[config.mk]
export PLATFORM = sky130hd
export DESIGN_NAME = cfg_startup_seq
export DESIGN_NICKNAME = d
export VERILOG_FILES = /design/src/rtl/startup_seq_pkg.sv /design/src/rtl/lock_sync.sv /design/src/rtl/lock_gate.sv /design/src/rtl/step_fsm.sv /design/src/rtl/cfg_startup_seq.sv
export SDC_FILE = /design/constraint.sdc
export NUM_CORES = 1
export LEC_CHECK = 0
export ABC_AREA = 1
export BUFFER_PORTS_ARGS = -buffer_cell sky130_fd_sc_hd__buf_2
export CAP_MARGIN = 20
export CORE_MARGIN = 2
export CORE_UTILIZATION = 40
export DETAILED_ROUTE_END_ITERATION = 10
export GPL_TIMING_DRIVEN = 0
export PLACE_DENSITY = 0.62
export SLEW_MARGIN = 20
export SYNTH_ARGS = -nofsm -noshare
export SYNTH_HDL_FRONTEND = slang
export SYNTH_SLANG_ARGS = --single-unit
[constraint.sdc]
create_clock -name clk -period 3.5 [get_ports clk]
set_clock_uncertainty 0.15 [all_clocks]
set_input_delay 1.05 -clock clk [delete_from_list [all_inputs] [get_ports clk]]
set_output_delay 1.05 -clock clk [all_outputs]
set_load 0.05 [all_outputs]
[src/rtl/startup_seq_pkg.sv]
package startup_seq_pkg;
  typedef enum logic [1:0] {
    PH_IDLE = 2'd0,
    PH_RUN  = 2'd1,
    PH_USER = 2'd2
  } seq_phase_t;
endpackage

[src/rtl/lock_sync.sv]
module lock_sync #(
  parameter int unsigned W = 4
) (
  input  logic         clk,
  input  logic         rst_n,
  input  logic [W-1:0] async_i,
  output logic [W-1:0] sync_o
);
  logic [W-1:0] meta_q;
  logic [W-1:0] sync_q;

  for (genvar g = 0; g < W; g++) begin : g_bit
    always_ff @(posedge clk or negedge rst_n) begin
      if (!rst_n) begin
        meta_q[g] <= 1'b0;
        sync_q[g] <= 1'b0;
      end else begin
        meta_q[g] <= async_i[g];
        sync_q[g] <= meta_q[g];
      end
    end
  end

  assign sync_o = sync_q;
endmodule

[src/rtl/lock_gate.sv]
module lock_gate #(
  parameter int unsigned W = 4
) (
  input  logic         clk,
  input  logic         rst_n,
  input  logic [W-1:0] wait_en_i,
  input  logic [W-1:0] lock_s_i,
  output logic         lock_ok_o
);
  logic all_met;
  logic met_q;

  // a manager that does not wait counts as locked
  always_comb begin
    all_met = &(lock_s_i | ~wait_en_i);
  end

  always_ff @(posedge clk or negedge rst_n) begin
    if (!rst_n) met_q <= 1'b0;
    else        met_q <= all_met;
  end

  assign lock_ok_o = all_met & met_q;
endmodule

[src/rtl/step_fsm.sv]
module step_fsm
  import startup_seq_pkg::*;
#(
  parameter int unsigned N_STEPS = 6,
  parameter int unsigned SEL_W   = 3,
  parameter int unsigned STEP_W  = 3
) (
  input  logic              clk,
  input  logic              rst_n,
  input  logic              start_i,
  input  logic [SEL_W-1:0]  stall_sel_i,
  input  logic              lock_ok_i,
  output logic [STEP_W-1:0] step_o,
  output logic              stalled_o,
  output logic              user_o
);
  localparam logic [SEL_W-1:0]  LAST_SEL  = SEL_W'(N_STEPS - 1);
  localparam logic [STEP_W-1:0] LAST_STEP = STEP_W'(N_STEPS);
  localparam logic [STEP_W-1:0] USER_CODE = STEP_W'(N_STEPS + 1);
  localparam logic [STEP_W-1:0] ONE       = STEP_W'(1);

  seq_phase_t        phase_q, phase_d;
  logic [STEP_W-1:0] step_q, step_d;
  logic [SEL_W-1:0]  sel_c;
  logic [STEP_W-1:0] stall_step;
  logic              at_stall;
  logic              advance;
  logic              reg_en;

  always_comb begin
    sel_c      = (stall_sel_i > LAST_SEL) ? LAST_SEL : stall_sel_i;
    stall_step = STEP_W'(sel_c) + ONE;
    at_stall   = (phase_q == PH_RUN) && (step_q == stall_step);
    advance    = !at_stall || lock_ok_i;
  end

  always_comb begin
    phase_d = phase_q;
    step_d  = step_q;
    case (phase_q)
      PH_IDLE: begin
        if (start_i) begin
          phase_d = PH_RUN;
          step_d  = ONE;
        end
      end
      PH_RUN: begin
        if (advance) begin
          if (step_q == LAST_STEP) begin
            phase_d = PH_USER;
            step_d  = USER_CODE;
          end else begin
            step_d = step_q + ONE;
          end
        end
      end
      default: ;
    endcase
    reg_en = (phase_d != phase_q) || (step_d != step_q);
  end

  always_ff @(posedge clk or negedge rst_n) begin
    if (!rst_n) begin
      phase_q <= PH_IDLE;
      step_q  <= '0;
    end else if (reg_en) begin
      phase_q <= phase_d;
      step_q  <= step_d;
    end
  end

  assign step_o    = step_q;
  assign stalled_o = at_stall && !lock_ok_i;
  assign user_o    = (phase_q == PH_USER);

  // while running, position moves by at most one per clock
  assert_single_step_R2: assert property (@(posedge clk) disable iff (!rst_n)
    (phase_q == PH_RUN) |=> (step_q == $past(step_q) || step_q == $past(step_q) + ONE));

  // leaving idle always lands on the first cycle
  assert_idle_exit_R2: assert property (@(posedge clk) disable iff (!rst_n)
    (phase_q == PH_IDLE && start_i) |=> (step_q == ONE));

  // no qualified lock at the stall point means no movement
  assert_stall_hold_R3: assert property (@(posedge clk) disable iff (!rst_n)
    (at_stall && !lock_ok_i) |=> (step_q == $past(step_q)));

  // user mode is never left without reset
  assert_user_sticky_R8: assert property (@(posedge clk) disable iff (!rst_n)
    user_o |=> (user_o && step_q == USER_CODE));

  // stall indication never coexists with user mode or idle
  assert_stall_excl_R6: assert property (@(posedge clk) disable iff (!rst_n)
    stalled_o |-> (!user_o && step_q != '0));
endmodule

[src/rtl/cfg_startup_seq.sv]
module cfg_startup_seq #(
  parameter int unsigned N_MGR   = 4,
  parameter int unsigned N_STEPS = 6,
  parameter int unsigned SEL_W   = 3,
  localparam int unsigned STEP_W = $clog2(N_STEPS + 2)
) (
  input  logic              clk,
  input  logic              rst_n,
  input  logic              start_i,
  input  logic [SEL_W-1:0]  stall_sel_i,
  input  logic [N_MGR-1:0]  wait_en_i,
  input  logic [N_MGR-1:0]  lock_i,
  output logic [STEP_W-1:0] step_o,
  output logic              stalled_o,
  output logic              user_mode_o
);
  logic             rst_meta_q;
  logic             rst_int_n;
  logic [N_MGR-1:0] lock_s;
  logic             lock_ok;

  always_ff @(posedge clk or negedge rst_n) begin
    if (!rst_n) begin
      rst_meta_q <= 1'b0;
      rst_int_n  <= 1'b0;
    end else begin
      rst_meta_q <= 1'b1;
      rst_int_n  <= rst_meta_q;
    end
  end

  lock_sync #(.W(N_MGR)) u_sync (
    .clk     (clk),
    .rst_n   (rst_int_n),
    .async_i (lock_i),
    .sync_o  (lock_s)
  );

  lock_gate #(.W(N_MGR)) u_gate (
    .clk       (clk),
    .rst_n     (rst_int_n),
    .wait_en_i (wait_en_i),
    .lock_s_i  (lock_s),
    .lock_ok_o (lock_ok)
  );

  step_fsm #(.N_STEPS(N_STEPS), .SEL_W(SEL_W), .STEP_W(STEP_W)) u_fsm (
    .clk         (clk),
    .rst_n       (rst_int_n),
    .start_i     (start_i),
    .stall_sel_i (stall_sel_i),
    .lock_ok_i   (lock_ok),
    .step_o      (step_o),
    .stalled_o   (stalled_o),
    .user_o      (user_mode_o)
  );
endmodule

# Word level (Yosys, flattened, before mapping)
# Index checks and enable logic that the tools add are counted.
# word_totals
register_bits	16
elab_cells	42
out_inout_bits	5
# op_classes
magnitude_cmp	1
n_addsub	2
n_eq_ne	6
n_reduce_logical	8
n_mux	9
bitwise	3
# op_table
op	count
two-way mux 3 bit	4
adder 3 x 1 -> 3 bit (second input constant)	2
two-way mux 2 bit	3
one-hot mux 3 bit (2 select lines)	1
NOT 4 bit	1
OR 4 bit	1
one-hot mux 2 bit (2 select lines)	1
AND reduction 4 bit	1
== test 3 bit	1
== test 3 bit (second input constant)	1
> comparator 3 bit (second input constant)	1
inequality test 3 bit	1
== test 2 x 1 -> 1 bit (second input constant)	1
== test 2 bit (second input constant)	1
logical AND 1 bit	2
logical NOT 1 bit	2
logical NOT 2 bit	1
logical OR 1 bit	2
inequality test 2 bit	1
AND 1 bit	1

# Depth between registers and ports, before layout
# Gate-level depths: netlist (run 1).
# logic_depth
word_depth	11
ltp_mapped	12
depth_no_buf	12

# Hierarchy
# A second synthesis (run 1) with hierarchy kept.
# unflattened
hier_cells	98
hier_area_um2	810.8
# by_module_without_submodules
mod	cells_each	instances	area_each_um2
step_fsm	74	1	467.9
lock_sync	8	1	200.2
lock_gate	13	1	88.8
cfg_startup_seq	3	1	53.8

# Worst setup path after synthesis (run 1)
# Ideal clock, no wire load.
# synth_timing
path_kind	input to output
startpoint	input stall_sel_i[1]
endpoint	output stalled_o
path_slack_ns	0.134
t_arrival_ns	2.166
cell_stages	9
required_time_ns	2.300
path_cell_list	nand2_1 nand2_2 ha_1 inv_1 nand2_1 nand2_2 nor2_4 nand3_4 nor2_4
# synth_via
elab_chain_len	6
# synth_lines
item	line	rtl
start, declared	cfg_startup_seq.sv:10	input logic [SEL_W-1:0] stall_sel_i,
> comparator 3 bit	step_fsm.sv:31	sel_c = (stall_sel_i > LAST_SEL) ? LAST_SEL : stall_sel_i;
two-way mux 3 bit (*)	step_fsm.sv:31	
adder 3 x 1 -> 3 bit (*)	step_fsm.sv:32	stall_step = STEP_W'(sel_c) + ONE;
== test 3 bit (*)	step_fsm.sv:33	at_stall = (phase_q == PH_RUN) && (step_q == stall_step);
logical AND 1 bit (*)	step_fsm.sv:33	
logical AND 1 bit (*)	step_fsm.sv:73	assign stalled_o = at_stall && !lock_ok_i;
end, declared	cfg_startup_seq.sv:14	output logic stalled_o,
# Mark *: on every way between the ends. The rest lies on a longest branch, timed or not.

# Final worst setup path (run 1)
# Same ends and word-level chain as after synthesis.

==> results of run 1 <==
## worst reg2reg max path, cell delays in order, from the launching register on
cell and delay [ns]:
sky130_fd_sc_hd__dfrtp_1 0.45, sky130_fd_sc_hd__inv_1 0.07, sky130_fd_sc_hd__nand2_1 0.07, sky130_fd_sc_hd__nand2_2 0.06, sky130_fd_sc_hd__nor2_4 0.13, sky130_fd_sc_hd__nand3_4 0.09, sky130_fd_sc_hd__nor2_4 0.13, sky130_fd_sc_hd__buf_4 0.14
sky130_fd_sc_hd__nor2_2 0.04, sky130_fd_sc_hd__nand2_1 0.06, sky130_fd_sc_hd__nand2_1 0.05
## area by class of cell
| cell class | instances | share of cell area |
|---|---|---|
| Multi-Input combinational cell | 66 | 0.3571 |
| Inverter | 20 | 0.07117 |
| Sequential cell | 16 | 0.3796 |
| Timing Repair Buffer | 22 | 0.1257 |
| Clock buffer | 4 | 0.03440 |
| Tap cell | 27 | 0.03203 |
## layout by cell type (no fill, tap or decap), types with 3 or more instances in the layout
master / synthesis / layout
sky130_fd_sc_hd__inv_1: 16 / 16
sky130_fd_sc_hd__buf_2: 0 / 16
sky130_fd_sc_hd__nor2_2: 3 / 4
sky130_fd_sc_hd__nand2_1: 31 / 30
sky130_fd_sc_hd__buf_4: 0 / 4
sky130_fd_sc_hd__nor2_1: 6 / 5
sky130_fd_sc_hd__clkbuf_4: 0 / 3
sky130_fd_sc_hd__nand3_1: 4 / 4
sky130_fd_sc_hd__dfrtp_1: 16 / 16
sky130_fd_sc_hd__nand2_2: 8 / 9
sky130_fd_sc_hd__inv_2: 4 / 4
## flip-flops by register name (all words and copies together), names as in the netlist
name and cells:
u_fsm.phase_q 2, rst_int_n 1, u_fsm.step_o 3, u_sync.sync_o 4, u_sync.meta_q 4, rst_meta_q 1, u_gate.met_q 1
## path summary, 6_finish.rpt
path                               endpoint  depth (start not counted)              from
setup / recovery                  stalled_o                         11    stall_sel_i[1]
hold / removal                 u_gate.met_q                          0         rst_int_n
setup reg to reg           u_fsm.phase_q[1]                         10   u_fsm.step_o[1]
hold reg to reg                u_gate.met_q                          0         rst_int_n
max in group asynchronous        rst_meta_q                          1             rst_n
min in group clk           u_sync.sync_o[3]                          0  u_sync.meta_q[3]
## layer usage
| layer | GRT usage | vias up | part of all wire |
|---|---|---|---|
| li1 | - | 348 | - |
| met1 | 0.1605 | 280 | 0.46 |
| met2 | 0.2222 | 17 | 0.47 |
| met3 | 0.05152 | 4 | 0.040 |
| met4 | 0.09722 | 0 | 0.028 |
| met5 | 0 | - | 0 |
## cells by family (layout without fill, tap and decap cells)
kind of cell,after synthesis,after routing,share of synthesized area
simple gates,57,57,0.3403
buf+inv,20,46,0.08995
flops,16,16,0.4798
compound gates,4,4,0.02997
fa+ha+maj,3,3,0.04498
other cells,1,1,0.004493
xor+xnor,1,1,0.01050
## metrics by stage
| stage | setup TNS (ns) | total power, mW | util | instances | setup slack (ns) |
|---|---|---|---|---|---|
| after floorplan | 0 | 0.2177 | - | 102 | 0.1338 |
| after global placement | -0.1408 | 0.2279 | 0.4885 | 147 | -0.1408 |
| after detailed placement | -0.1601 | 0.2292 | 0.4885 | 147 | -0.1601 |
| after CTS | 0 | 0.3510 | 0.5140 | 152 | 0.03723 |
| after global routing | 0 | 0.3677 | 0.5376 | 155 | 0.004665 |
| final | 0 | 0.3483 | 0.5376 | 155 | 0.08028 |
## where the power goes
group	switching [mW]	internal, mW
logic	0.0173	0.0153
clock network	0.0561	0.0633
registers	0.00481	0.191
total	0.0783	0.270
## what timing repair did
| action | 4_1_cts | 5_1_grt |
|---|---|---|
| gates cloned | 0 | 0 |
| pin swaps | 1 | 7 |
| endpoints found under the setup margin | 1 | 1 |
| buffers inserted | 1 | 3 |
| resized for setup | 2 | 5 |
==> results.json, run 1 <==
{
  "grt_first_pass_wirelength_mm": 2.615,
  "vdd_ir_drop_max_mv": 0.2332,
  "fin_nets": 146,
  "period_minus_slack_ns": 3.420,
  "cap_viol_max_count": 0,
  "grt_remaining_overflow": 0,
  "synth.largest_area_cell": "sky130_fd_sc_hd__dfrtp_1",
  "tritoncts": "built",
  "port_buf_inserts": 18,
  "routed_via_density": 4.187,
  "area_taken_by_flip_flops_and_latches_sq_um": 400.4,
  "worst_path_clk_slew_ns": 0.10,
  "slew_violations": 0,
  "period_share": 0.9771,
  "grt_usage": 0.1420,
  "die-width_microns": 49.68,
  "syn-cell-area_sq_um": 834.6,
  "final_layout_size_suffix_gt1_frac": 0.3750,
  "synth_largest_type_area_fraction": 0.4798,
  "cts_hold_buffers": 0,
  "cts_buffer_depth": 2,
  "starting_utilization_of_the_core_area": 0.4254,
  "timing.hold.worst.class": "reg -> async",
  "fmax_mhz": 292.4,
  "synth-seq-area-share": 0.4798,
  "power-per-cell-area_mw_per_mm2": 330.2,
  "syn-instance-count": 102,
  "synth.area.top_cells": "sky130_fd_sc_hd__dfrtp_1 48%, sky130_fd_sc_hd__nand2_1 14%, sky130_fd_sc_hd__inv_1 7.2%, sky130_fd_sc_hd__nand2_2 6.0%, sky130_fd_sc_hd__ha_1 4.5%",
  "routabilityCongestion": 0.7294,
  "synth_ff_type": "sky130_fd_sc_hd__dfrtp_1",
  "nFillCells": 195,
  "area_growth_syn_to_layout_pct": 26.39,
  "detailroute.via_count": 649,
  "status": "finished, final reports clean",
  "area_of_the_placeable_core_sq_mm": 0.001962,
  "io_pins": 19,
  "netlist_top_cells_count": "31 x sky130_fd_sc_hd__nand2_1, 16 x sky130_fd_sc_hd__dfrtp_1, 16 x sky130_fd_sc_hd__inv_1",
  "path_cells": "buf_2 > nand2_2 > nand2_2 > ha_4 > inv_1 > nand2_1 > nand2_2 > nor2_4 > nand3_4 > nor2_4 > buf_6",
  "worstMarginPinSlew_ns": 0.5806,
  "first_pass_iters": 2,
  "rsz0062_at_grt": "no",
  "dp_hpwl_mm": 1.067,
  "htree_levels": 1,
  "postSynth.asyncResetShare": 1.000,
  "dieHeight_microns": 49.68,
  "crit_arrival_ns": 2.22,
  "hold_viol_final": 0,
  "timing.critical_path.to_type": "output pin",
  "first_iter_violations": 5,
  "multiInputGateArea_sq_um": 376.6,
  "cell_at_the_slowest_stage_of_the_critical_path": "sky130_fd_sc_hd__ha_4",
  "cts-buffers-inserted": 3,
  "path_class": "in -> out",
  "root_buffer": "sky130_fd_sc_hd__clkbuf_4",
  "cp-start-kind": "primary input",
  "leakagePower_nw": 0.5938,
  "ys.warnings.count": 0,
  "max_slew_margin": 0.6129,
  "critPathBufInv": 3,
  "synth.lib_cells_used.distinct": 18,
  "cp_top_family": "simple AND/OR/NAND/NOR gates",
  "clkSinkCount": 16,
  "antenna_found_initial": 0,
  "worstSkewPairLatency_ns": 0.29,
  "ff2ff_setup_slack_ns": 1.96,
  "critPathRequiredTime_ns": 2.30,
  "post-route-cell-area_sq_mm": 0.001055,
  "insertedDiodeCount": 0,
  "largest_net_degree_at_the_start_of_global_routing": 15,
  "wirelength_mm": 1.377,
  "yosys.cell_count.top_type": "sky130_fd_sc_hd__nand2_1",
  "row_count": 16,
  "setup_viol_count_final": 0,
  "crit_path_max_fanout": 2,
  "timing.hold.ws_ns": 0.07635,
  "drc": 0,
  "critPathMostFrequentCell": "sky130_fd_sc_hd__nand2_2",
  "synth_enable_flop_cells": 0,
  "vias_in_the_first_global_route": 680,
  "post_dr_wirelength_cell_microns": 8.884,
  "post_synth.cell_area_avg_sq_um": 8.182,
  "seq_cells_post_synth": 16,
  "stage_delay_of_the_slowest_cell_on_the_critical_path_ns": 0.26,
  "syn-num-nets": 119,
  "placed_cell_area_sq_um": 958.4,
  "final_antenna_net_count": 0,
  "die_area_sq_mm": 0.002468
}
Power figures use the tool's default switching activity.
==> run 2: changes to the inputs <==
- clock period: 3.5 -> 4.25 ns (I/O delays scaled with it)
==> run 2 against run 1 <==
Total power is 19% lower; register-to-register slack better by 0.78 ns; critical path depth is 1 lower; largest power group unchanged.
==> results.json, run 2 (synthesized netlist as in run 1, its figures left out) <==
{
  "antenna_found_initial": 0,
  "starting_utilization_of_the_core_area": 0.4254,
  "ff2ff_setup_slack_ns": 2.74,
  "grt_remaining_overflow": 0,
  "timing.critical_path.to_type": "output pin",
  "cts_hold_buffers": 0,
  "dieHeight_microns": 49.68,
  "root_buffer": "sky130_fd_sc_hd__clkbuf_4",
  "final_cell_mix": "31 x sky130_fd_sc_hd__nand2_1, 18 x sky130_fd_sc_hd__buf_2, 16 x sky130_fd_sc_hd__inv_1, 16 x sky130_fd_sc_hd__dfrtp_1, 8 x sky130_fd_sc_hd__nand2_2",
  "first_pass_iters": 3,
  "worstMarginPinSlew_ns": 0.5765,
  "first_iter_violations": 6,
  "vias_in_the_first_global_route": 670,
  "finalPower_mw": 0.2836,
  "crit_path_max_fanout": 5,
  "fin_nets": 142,
  "critical_path.startpoint": "stall_sel_i[2]",
  "most_common_cell_after_layout_fill_and_taps_aside": "sky130_fd_sc_hd__nand2_1",
  "setup_viol_count_final": 0,
  "post_dr_wirelength_cell_microns": 8.517,
  "row_count": 16,
  "final_layout_size_suffix_gt1_frac": 0.3306,
  "critical_path.reg2reg.startpoint": "u_fsm.step_o[0]",
  "grt_usage": 0.1420,
  "worst_path_clk_slew_ns": 0.10,
  "detailroute.via_count": 639,
  "rsz0062_at_grt": "no",
  "worstSkewPairLatency_ns": 0.29,
  "hold_viol_final": 0,
  "htree_levels": 1,
  "area_of_the_placeable_core_sq_mm": 0.001962,
  "cp-start-kind": "primary input",
  "status": "finished, final reports clean",
  "period_share": 0.9612,
  "area_growth_syn_to_layout_pct": 19.19,
  "cts_resized": 0,
  "io_pins": 19,
  "logic_depth_of_the_worst_register_to_register_path": 8,
  "die-width_microns": 49.68,
  "grt_first_pass_wirelength_mm": 2.594,
  "drc": 0,
  "power-per-cell-area_mw_per_mm2": 285.1,
  "cap_viol_max_count": 0,
  "insertedDiodeCount": 0,
  "routabilityCongestion": 0.7294,
  "clkSinkCount": 16,
  "port_buf_inserts": 18,
  "path_class": "in -> out",
  "tritoncts": "built",
  "cts_setup_buffers": 0,
  "slew_violations": 0,
  "timing.hold.worst.class": "reg -> async",
  "fmax_mhz": 244.8,
  "cts_buffer_depth": 2,
  "cts-buffers-inserted": 3,
  "critPathRequiredTime_ns": 2.82,
  "routed_via_density": 4.232,
  "max_slew_margin": 0.6156,
  "leakagePower_nw": 0.5705,
  "largest_net_degree_at_the_start_of_global_routing": 15,
  "crit_arrival_ns": 2.66,
  "dp_hpwl_mm": 1.067,
  "vdd_ir_drop_max_mv": 0.1801,
  "die_area_sq_mm": 0.002468,
  "final_antenna_net_count": 0,
  "totalNegativeSetupSlack_ns": 0,
  "wirelength_mm": 1.286,
  "period_minus_slack_ns": 4.085
}
-- run 2: worst paths after layout --
check	end
worst max-delay path	stalled_o
worst min-delay path	u_fsm.step_o[0]
worst max register to register	u_fsm.phase_q[0]
worst min register to register	u_fsm.step_o[0]
max in group asynchronous	rst_meta_q
min in group clk	u_sync.sync_o[3]
-- run 2: area by class of cell --
type,instances,area [sq um]
fillers,199,967.2
multi-input cells,66,359.1
repair buffers,18,90.09
inverters,20,75.07
well taps,27,33.78
clock buffers,4,36.28
flip-flops and latches,16,400.4
-- run 2: power by group --
group	internal, mW	total [mW]	switching [mW]
combinational	0.0103	0.0234	0.0130
clock	0.0522	0.0986	0.0464
sequential	0.158	0.162	0.00395
-- run 2: critical path: stages --
cell and delay (ns):
sky130_fd_sc_hd__buf_2 0.12, sky130_fd_sc_hd__nand2_1 0.07, sky130_fd_sc_hd__nand2_2 0.07, sky130_fd_sc_hd__ha_1 0.31
sky130_fd_sc_hd__nand2_1 0.08, sky130_fd_sc_hd__nand2_2 0.06, sky130_fd_sc_hd__nor2_4 0.11, sky130_fd_sc_hd__nand3_4 0.09
sky130_fd_sc_hd__nor2_4 0.18, sky130_fd_sc_hd__buf_2 0.29
-- run 2: per-stage QoR --
| stage | hold slack [ns] | utilization | setup WS, ns | area [sq um] | instances |
|---|---|---|---|---|---|
| 6_report | 0.07377 | 0.5070 | 0.1648 | 994.7 | 151 |
| 5_1_grt | 0.1348 | 0.5070 | 0.01690 | 994.7 | 151 |
| 4_1_cts | 0.09613 | 0.5070 | 0.1394 | 994.7 | 151 |
| 3_5_place_dp | 0.1050 | 0.4885 | 0.1399 | 958.4 | 147 |
| 3_3_place_gp | 0.08754 | 0.4885 | 0.1592 | 958.4 | 147 |
| 2_1_floorplan | 0.02351 | - | 0.4338 | 834.6 | 102 |
-- run 2: routing by layer --
layer	wire, microns	share of wire	vias to the layer above	GRT usage
met5	0	0	-	0
met4	38	0.030	0	0.09722
met3	48	0.037	4	0.05152
met2	600	0.47	13	0.2200
met1	598	0.47	281	0.1624
li1	-	-	341	-
